--- config.mk ---
export PLATFORM = sky130hd
export DESIGN_NAME = auth_seq
export DESIGN_NICKNAME = d
export VERILOG_FILES = /design/src/rtl/auth_seq_pkg.sv /design/src/rtl/auth_chal_lfsr.sv /design/src/rtl/auth_step_timer.sv /design/src/rtl/auth_byte_cmp.sv /design/src/rtl/auth_seq.sv
export SDC_FILE = /design/constraint.sdc
export NUM_CORES = 1
export LEC_CHECK = 0
export CAP_MARGIN = 40
export CORE_ASPECT_RATIO = 1.4
export CORE_UTILIZATION = 50
export DETAILED_ROUTE_END_ITERATION = 6
export GPL_ROUTABILITY_DRIVEN = 0
export PLACE_DENSITY = 0.77
export SYNTH_ARGS = -nofsm -noshare
export SYNTH_HDL_FRONTEND = slang
export SYNTH_HIERARCHICAL = 1
export SYNTH_SLANG_ARGS = --single-unit
--- constraint.sdc ---
create_clock -name clk_i -period 10.02 [get_ports clk_i]
set_clock_uncertainty 0.15 [all_clocks]
set_input_delay 2.004 -clock clk_i [delete_from_list [all_inputs] [get_ports clk_i]]
set_output_delay 2.004 -clock clk_i [all_outputs]
set_load 0.05 [all_outputs]
--- src/rtl/auth_seq_pkg.sv ---
package auth_seq_pkg;

  typedef enum logic [2:0] {
    LCMD_RD_ID    = 3'd0,
    LCMD_WR_CHAL  = 3'd1,
    LCMD_COMPUTE  = 3'd2,
    LCMD_RD_MAC   = 3'd3,
    LCMD_RD_FEAT  = 3'd4,
    LCMD_NONE     = 3'd7
  } link_cmd_e;

  typedef enum logic [3:0] {
    S_IDLE,
    S_RD_ID,
    S_DERIVE,
    S_WR_CHAL,
    S_COMPUTE,
    S_LOCAL,
    S_RD_MAC,
    S_JUDGE,
    S_RD_FEAT,
    S_PASS,
    S_FAIL
  } auth_state_e;

endpackage

--- src/rtl/auth_chal_lfsr.sv ---
module auth_chal_lfsr #(
  parameter int unsigned     W    = 64,
  parameter logic [W-1:0]    TAPS = 64'hD800_0000_0000_0000,
  parameter logic [W-1:0]    SEED = 64'h0123_4567_89AB_CDEF
) (
  input  logic         clk_i,
  input  logic         rst_ni,
  output logic [W-1:0] state_o
);

  logic [W-1:0] lfsr_q, lfsr_d;
  logic         fb;

  always_comb begin
    fb = ^(lfsr_q & TAPS);
    lfsr_d = {lfsr_q[W-2:0], fb};
    // the lock-up state is unreachable from a nonzero seed; recover anyway
    if (lfsr_q == '0) lfsr_d = (SEED == '0) ? {{(W-1){1'b0}}, 1'b1} : SEED;
  end

  always_ff @(posedge clk_i or negedge rst_ni) begin
    if (!rst_ni) lfsr_q <= (SEED == '0) ? {{(W-1){1'b0}}, 1'b1} : SEED;
    else         lfsr_q <= lfsr_d;
  end

  assign state_o = lfsr_q;

endmodule

--- src/rtl/auth_step_timer.sv ---
module auth_step_timer #(
  parameter int unsigned TIMEOUT_CYC = 64
) (
  input  logic clk_i,
  input  logic rst_ni,
  input  logic run_i,
  input  logic clr_i,
  output logic expired_o
);

  localparam int unsigned CNT_W = $clog2(TIMEOUT_CYC + 1);

  logic [CNT_W-1:0] cnt_q, cnt_d;
  logic             cnt_en;

  assign expired_o = run_i && (cnt_q == CNT_W'(TIMEOUT_CYC));

  always_comb begin
    cnt_en = 1'b1;
    if (clr_i || !run_i)  cnt_d = '0;
    else if (expired_o) begin
      cnt_d  = cnt_q;
      cnt_en = 1'b0;
    end else              cnt_d = cnt_q + CNT_W'(1);
  end

  always_ff @(posedge clk_i or negedge rst_ni) begin
    if (!rst_ni)     cnt_q <= '0;
    else if (cnt_en) cnt_q <= cnt_d;
  end

endmodule

--- src/rtl/auth_byte_cmp.sv ---
module auth_byte_cmp #(
  parameter int unsigned NBYTES = 20,
  parameter int unsigned IDX_W  = 5
) (
  input  logic                clk_i,
  input  logic                rst_ni,
  input  logic                clr_i,
  input  logic                vld_i,
  input  logic [IDX_W-1:0]    idx_i,
  input  logic [NBYTES*8-1:0] exp_i,
  input  logic [7:0]          rx_i,
  output logic                mismatch_o
);

  logic [NBYTES-1:0] lane_diff;
  logic              sel_diff;
  logic              mm_q, mm_d;

  for (genvar g = 0; g < NBYTES; g++) begin : g_lane
    assign lane_diff[g] = |(exp_i[g*8 +: 8] ^ rx_i);
  end

  always_comb begin
    sel_diff = 1'b1;
    for (int i = 0; i < NBYTES; i++) begin
      if (idx_i == IDX_W'(i)) sel_diff = lane_diff[i];
    end
  end

  always_comb begin
    mm_d = mm_q;
    if (clr_i)      mm_d = 1'b0;
    else if (vld_i) mm_d = mm_q | sel_diff;
  end

  always_ff @(posedge clk_i or negedge rst_ni) begin
    if (!rst_ni) mm_q <= 1'b0;
    else         mm_q <= mm_d;
  end

  assign mismatch_o = mm_q;

endmodule

--- src/rtl/auth_seq.sv ---
module auth_seq
  import auth_seq_pkg::*;
#(
  parameter int unsigned KEY_W       = 64,
  parameter int unsigned ID_W        = 64,
  parameter int unsigned CHAL_W      = 64,
  parameter int unsigned MAC_BYTES   = 20,
  parameter int unsigned CONST_W     = 32,
  parameter int unsigned TIMEOUT_CYC = 64,
  parameter logic [CHAL_W-1:0]  LFSR_TAPS  = 64'hD800_0000_0000_0000,
  parameter logic [CHAL_W-1:0]  LFSR_SEED  = 64'h0123_4567_89AB_CDEF,
  parameter logic [KEY_W-1:0]   MASTER_KEY = 64'h5A17_C0DE_93E1_4B2F,
  parameter logic [CONST_W-1:0] MAC_CONST  = 32'hA5C3_0F1E,
  parameter logic [CONST_W-1:0] DER_CONST  = 32'h3C96_E187
) (
  input  logic                   clk_i,
  input  logic                   rst_ni,
  input  logic                   cfg_done_i,
  input  logic                   derive_mode_i,
  output logic                   link_req_o,
  output logic [2:0]             link_cmd_o,
  output logic [4:0]             link_idx_o,
  output logic [7:0]             link_wdata_o,
  input  logic                   link_ack_i,
  input  logic [7:0]             link_rdata_i,
  output logic                   hash_req_o,
  output logic                   hash_mode_o,
  output logic [KEY_W-1:0]       hash_key_o,
  output logic [CHAL_W-1:0]      hash_chal_o,
  output logic [ID_W-1:0]        hash_id_o,
  output logic [CONST_W-1:0]     hash_const_o,
  input  logic                   hash_done_i,
  input  logic [MAC_BYTES*8-1:0] hash_digest_i,
  output logic                   func_en_o,
  output logic                   fault_o,
  output logic [7:0]             feat_en_o
);

  localparam int unsigned DIG_W      = MAC_BYTES * 8;
  localparam int unsigned ID_BYTES   = ID_W / 8;
  localparam int unsigned CHAL_BYTES = CHAL_W / 8;
  localparam int unsigned IDX_W      = 5;

  auth_state_e          state_q, state_d;
  logic [IDX_W-1:0]     idx_q, idx_d;
  logic [ID_W-1:0]      id_q, id_d;
  logic [CHAL_W-1:0]    chal_q, chal_d;
  logic [KEY_W-1:0]     key_q, key_d;
  logic [DIG_W-1:0]     exp_q, exp_d;
  logic [7:0]           feat_q, feat_d;
  logic                 derive_q, derive_d;
  logic                 gap_q, gap_d;

  logic [CHAL_W-1:0]    lfsr_q;
  logic                 tmo_hit;
  logic                 mismatch;
  logic                 cmp_clr, cmp_vld;
  logic                 link_hit, hash_hit;
  logic                 link_phase, hash_phase;

  // ---------------------------------------------------------------- challenge
  auth_chal_lfsr #(
    .W    (CHAL_W),
    .TAPS (LFSR_TAPS),
    .SEED (LFSR_SEED)
  ) u_lfsr (
    .clk_i   (clk_i),
    .rst_ni  (rst_ni),
    .state_o (lfsr_q)
  );

  // ---------------------------------------------------------------- timeout
  auth_step_timer #(
    .TIMEOUT_CYC (TIMEOUT_CYC)
  ) u_timer (
    .clk_i     (clk_i),
    .rst_ni    (rst_ni),
    .run_i     (link_req_o | hash_req_o),
    .clr_i     (link_hit | hash_hit),
    .expired_o (tmo_hit)
  );

  // ---------------------------------------------------------------- compare
  auth_byte_cmp #(
    .NBYTES (MAC_BYTES),
    .IDX_W  (IDX_W)
  ) u_cmp (
    .clk_i      (clk_i),
    .rst_ni     (rst_ni),
    .clr_i      (cmp_clr),
    .vld_i      (cmp_vld),
    .idx_i      (idx_q),
    .exp_i      (exp_q),
    .rx_i       (link_rdata_i),
    .mismatch_o (mismatch)
  );

  // ---------------------------------------------------------------- outputs
  always_comb begin
    link_phase = 1'b0;
    hash_phase = 1'b0;
    link_cmd_o = LCMD_NONE;
    unique case (state_q)
      S_RD_ID:   begin link_phase = 1'b1; link_cmd_o = LCMD_RD_ID;   end
      S_WR_CHAL: begin link_phase = 1'b1; link_cmd_o = LCMD_WR_CHAL; end
      S_COMPUTE: begin link_phase = 1'b1; link_cmd_o = LCMD_COMPUTE; end
      S_RD_MAC:  begin link_phase = 1'b1; link_cmd_o = LCMD_RD_MAC;  end
      S_RD_FEAT: begin link_phase = 1'b1; link_cmd_o = LCMD_RD_FEAT; end
      S_DERIVE,
      S_LOCAL:   hash_phase = 1'b1;
      default:   ;
    endcase
  end

  assign link_req_o   = link_phase & ~gap_q;
  assign hash_req_o   = hash_phase & ~gap_q;
  assign link_idx_o   = link_phase ? idx_q : '0;
  assign link_wdata_o = (state_q == S_WR_CHAL) ? chal_q[{idx_q, 3'b000} +: 8] : 8'h00;

  assign hash_mode_o  = (state_q == S_DERIVE);
  assign hash_key_o   = hash_req_o ? key_q : '0;
  assign hash_chal_o  = (state_q == S_LOCAL) ? chal_q : '0;
  assign hash_id_o    = hash_phase ? id_q : '0;
  assign hash_const_o = (state_q == S_DERIVE) ? DER_CONST : MAC_CONST;

  assign func_en_o    = (state_q == S_PASS);
  assign fault_o      = (state_q == S_FAIL);
  assign feat_en_o    = func_en_o ? feat_q : 8'h00;

  assign link_hit     = link_req_o & link_ack_i;
  assign hash_hit     = hash_req_o & hash_done_i;

  // ---------------------------------------------------------------- next state
  always_comb begin
    state_d  = state_q;
    idx_d    = idx_q;
    id_d     = id_q;
    chal_d   = chal_q;
    key_d    = key_q;
    exp_d    = exp_q;
    feat_d   = feat_q;
    derive_d = derive_q;
    gap_d    = 1'b0;
    cmp_clr  = 1'b0;
    cmp_vld  = 1'b0;

    if (tmo_hit) begin
      state_d = S_FAIL;
    end else begin
      unique case (state_q)
        S_IDLE: begin
          if (cfg_done_i) begin
            chal_d   = lfsr_q;
            derive_d = derive_mode_i;
            idx_d    = '0;
            cmp_clr  = 1'b1;
            state_d  = S_RD_ID;
          end
        end
        S_RD_ID: begin
          if (link_hit) begin
            id_d[{idx_q, 3'b000} +: 8] = link_rdata_i;
            gap_d = 1'b1;
            if (idx_q == IDX_W'(ID_BYTES - 1)) begin
              idx_d   = '0;
              state_d = derive_q ? S_DERIVE : S_WR_CHAL;
            end else begin
              idx_d = idx_q + IDX_W'(1);
            end
          end
        end
        S_DERIVE: begin
          if (hash_hit) begin
            key_d   = hash_digest_i[KEY_W-1:0];
            gap_d   = 1'b1;
            state_d = S_WR_CHAL;
          end
        end
        S_WR_CHAL: begin
          if (link_hit) begin
            gap_d = 1'b1;
            if (idx_q == IDX_W'(CHAL_BYTES - 1)) begin
              idx_d   = '0;
              state_d = S_COMPUTE;
            end else begin
              idx_d = idx_q + IDX_W'(1);
            end
          end
        end
        S_COMPUTE: begin
          if (link_hit) begin
            gap_d   = 1'b1;
            state_d = S_LOCAL;
          end
        end
        S_LOCAL: begin
          if (hash_hit) begin
            exp_d   = hash_digest_i;
            gap_d   = 1'b1;
            idx_d   = '0;
            state_d = S_RD_MAC;
          end
        end
        S_RD_MAC: begin
          if (link_hit) begin
            cmp_vld = 1'b1;
            gap_d   = 1'b1;
            if (idx_q == IDX_W'(MAC_BYTES - 1)) begin
              idx_d   = '0;
              state_d = S_JUDGE;
            end else begin
              idx_d = idx_q + IDX_W'(1);
            end
          end
        end
        S_JUDGE: begin
          state_d = mismatch ? S_FAIL : S_RD_FEAT;
        end
        S_RD_FEAT: begin
          if (link_hit) begin
            feat_d  = link_rdata_i;
            gap_d   = 1'b1;
            state_d = S_PASS;
          end
        end
        S_PASS:  ;
        S_FAIL:  ;
        default: state_d = S_FAIL;
      endcase
    end
  end

  // ---------------------------------------------------------------- registers
  always_ff @(posedge clk_i or negedge rst_ni) begin
    if (!rst_ni) begin
      state_q  <= S_IDLE;
      idx_q    <= '0;
      id_q     <= '0;
      chal_q   <= '0;
      key_q    <= MASTER_KEY;
      exp_q    <= '0;
      feat_q   <= '0;
      derive_q <= 1'b0;
      gap_q    <= 1'b0;
    end else begin
      state_q  <= state_d;
      idx_q    <= idx_d;
      id_q     <= id_d;
      chal_q   <= chal_d;
      key_q    <= key_d;
      exp_q    <= exp_d;
      feat_q   <= feat_d;
      derive_q <= derive_d;
      gap_q    <= gap_d;
    end
  end

endmodule

==> metrics.md <==
| Metric | Value |
|---|---|
| Resized Gates After CTS | `0` |
| FMAX | `roughly 160 MHz` |
| CTS tree | `yes` |
| Clock latency on the worst-skew pair | `0.56 ns` |
| Pwr Total | `6.50 mW` |
| R2R cell count | `15` |
| Max-cap viol count | `0` |
| CTS root buf | `clkbuf_16` |
| Commonest non-fill, non-tap cell in the layout | `clkdlybuf4s50_1` |
| Worst R2R Start | `state_q[0]` |
| Worst EP required | `7.87 ns` |
| Main area contributors after synthesis | `dfrtp_1 43%, mux2_2 14%, dfstp_2 7.7%` |
| CTS HTree Levels | `2` |
| YS warnings | `6` |
| CP endpoint kind | `primary output` |
| PortBufs | `412` |
| Top FF cell, synth | `dfrtp_1` |
| 1st-pass router iterations | `7` |
| Run status | `finished with violations` |
| DRT antenna net count | `0` |
| Worst path cell trace | `nand2_1 -> or2_2 -> a21oi_4 -> buf_4 -> and3_1 -> clkdlybuf4s50_1` |
| Yosys reg bits | `443` |
| DRT Wirelength | `between 60,000 and 70,000 um` |
| Max Root-Sink Buffers | `3` |
| RR Endpoint | `exp_q[22]` |
| Failing checks | `DRC` |
| Die area | `about 45,000 um2` |
| Post-route DRC | `28` |
| Crit path launch | `state_q[0]` |
| Synth top area share | `0.429` |
| Synthesized area | `approximately 22,000 um2` |
| Final period util | `0.632` |
| CP Capture Point | `hash_key_o[2]` |
| First-pass GRT wire length | `between 90,000 and 100,000 um` |
| Buffers and inverters on the worst path | `2` |
| # clock sinks | `443` |
| Ports | `~430` |
| Area after DPL | `~26,000 um2` |
| RSZ-0062 raised after global routing | `no` |
| # nets final | `around 2.4k` |
| Pleak | `12.8 nW` |
| Number of global-route vias before repair | `~17k` |
| DR vias/cell | `between 5 and 6` |
| Pre-CTS setup slack | `4.29 ns` |
| Total track usage | `0.277` |
| Drt initial violations | `1,164` |
| Core area | `43,400 um2` |
| Min-Delay Path Class | `reg -> reg` |
| Area growth syn-to-layout | `25.8%` |
| Cell taking the most area after synthesis | `dfrtp_1` |
| Hold_buf cts | `0` |
| CTS buffer count | `44` |
| Final hold vios | `0` |
| Asr flop ratio synth | `1.00` |
| Final hold slack | `0.247 ns` |
| Initial antenna violation count | `4` |
| Yosys cell types | `77` |
| Die Wd | `180 um` |
| Tmin final | `6.34 ns` |
| Initial Util | `0.509` |
| Setup ws final | `3.68 ns` |
| Clock transition at path regs | `0.06 ns` |
| FILL cells | `3,329` |
| Routed WL per cell | `22.0 um` |
| Largest net degree at the start of global routing | `198` |
| CP Launch Type | `flop` |
| Gr ovfl total | `0` |
| Mapped Avg Cell Area | `about 11 um2` |
| DP HPWL | `42,600 um` |
| Max_slew headroom | `0.302` |
| Die Y | `251 um` |
| Most frequent cells in the layout | `403 x clkdlybuf4s50_1, 376 x dfrtp_1, 269 x mux2_2` |
| Top delay family on crit path | `buffers and inverters` |
| Critical path type | `reg -> out` |
| Post-CTS setup buffer count | `0` |
| CP max stage cell | `clkdlybuf4s50_1` |
| EDFF count, synth | `0` |
| Vias after detailed routing | `approximately 16k` |
| Peak VDD IR | `0.182 mV` |
| # setup viols final | `0` |
| Setup TNS | `0 ns` |
| CP arrival | `~4.2 ns` |
| Peak fanout along the critical path | `67` |
| Ratio of cells with drive above 1 in the final layout | `0.226` |
| Final instance area | `27,800 um2` |
| Seq/Total Area, Yosys | `0.506` |
| Fin. max-slew vios | `0` |
| FF-to-FF setup slack | `4.36 ns` |
| Mapped Cells | `1,942` |
| P per Cell Area | `between 200 and 250 nW/um2` |
| Row cnt | `90` |
| Stages on worst setup path | `6` |
| Actual slew at the worst max-slew pin | `1.05 ns` |
| Crit-path max cell delay | `0.87 ns` |
cell usage after synthesis (3+ instances only):
library cell and instances:
dfrtp_1 378, mux2_2 269, nand2_1 238, and2_1 146, xor2_1 114, clkbuf_1 88
and3_1 78, dfstp_2 65, inv_1 58, xnor2_1 57, buf_2 43, buf_4 38
nor4_1 38, o21ai_0 32, nor2_1 31, o41ai_2 30, nand3_1 26, nand4_1 24
nor3_1 20, mux4_2 16, buf_6 13, a21oi_1 12, mux2i_1 10, nand2b_1 10
nor2b_1 7, ha_1 5, a211oi_1 4, buf_1 4, nor4_2 4, o211ai_1 4
o31ai_1 4, or2_2 4, or3_1 4, a21o_1 3, nand3_2 3, nand4b_1 3
nor3b_1 3, o41ai_1 3
sequential cells by signal (all words and copies together) (netlist names), 5 cells and up:
name	cells
id_q	64
chal_q	64
u_lfsr/state_o	64
u_timer/cnt_q	7
feat_q	8
key_q	64
exp_q	160
idx_q	5
where the power goes:
| group | total [mW] | switching [mW] | leakage (nW) | internal (mW) |
|---|---|---|---|---|
| combinational | 2.22 | 1.31 | 6.50 | 0.904 |
| sequential | 2.59 | 0.358 | 5.65 | 2.23 |
| clock | 1.70 | 0.717 | 0.698 | 0.981 |
how the worst min path moves through the flow:
| stage | startpoint | endpoint | depth (start not counted) |
|---|---|---|---|
| 2_1_floorplan | u_lfsr/state_o[63] | chal_q[63] | 2 |
| 3_3_place_gp | u_lfsr/state_o[28] | u_lfsr/state_o[29] | 0 |
| 3_5_place_dp | u_lfsr/state_o[50] | u_lfsr/state_o[51] | 0 |
| 4_1_cts | u_lfsr/state_o[50] | u_lfsr/state_o[51] | 0 |
| 5_1_grt | u_lfsr/state_o[50] | u_lfsr/state_o[51] | 0 |
| 6_report | u_lfsr/state_o[50] | u_lfsr/state_o[51] | 0 |
routing by layer:
layer / vias up / wire length [um] / track usage
li1: 7166 / - / -
met1: 7980 / 24400 / 0.339
met2: 541 / 32700 / 0.495
met3: 114 / 3530 / 0.0465
met4: 2 / 1880 / 0.0948
met5: - / 13 / 0
stage by stage:
| step | instances | utilization |
|---|---|---|
| after detailed placement | 2760 | 0.606 |
| after CTS | 2838 | 0.640 |
| after floorplan | 1954 | - |
| final | 2841 | 0.640 |
| after global placement | 2754 | 0.603 |
| after global routing | 2841 | 0.640 |
cells by family (layout without fill, tap and decap cells):
family	count (synthesis)	count (layout)	synth area share
AND/OR/NAND/NOR	664	664	0.162
flip-flops	443	443	0.506
multiplexers	297	297	0.159
buffers and inverters	245	577	0.0553
XOR/XNOR	171	171	0.0679
AO/OA/AOI/OAI	115	115	0.0469
adder cells (fa/ha/maj)	5	5	0.00283
other	2	17	0.000340
final cells by class:
cell class / instances / area, um2 / area share
flip-flops and latches: 443 / 11200 / 0.402
multi-input cells: 1266 / 9770 / 0.352
repair buffers: 441 / 4440 / 0.160
clock buffers: 60 / 1210 / 0.0436
well taps: 552 / 691 / 0.0249
clock inverters: 18 / 250 / 0.00902
inverters: 58 / 218 / 0.00784
diodes: 3 / 7.51 / 0.000270
Power figures use the tool's default switching activity.
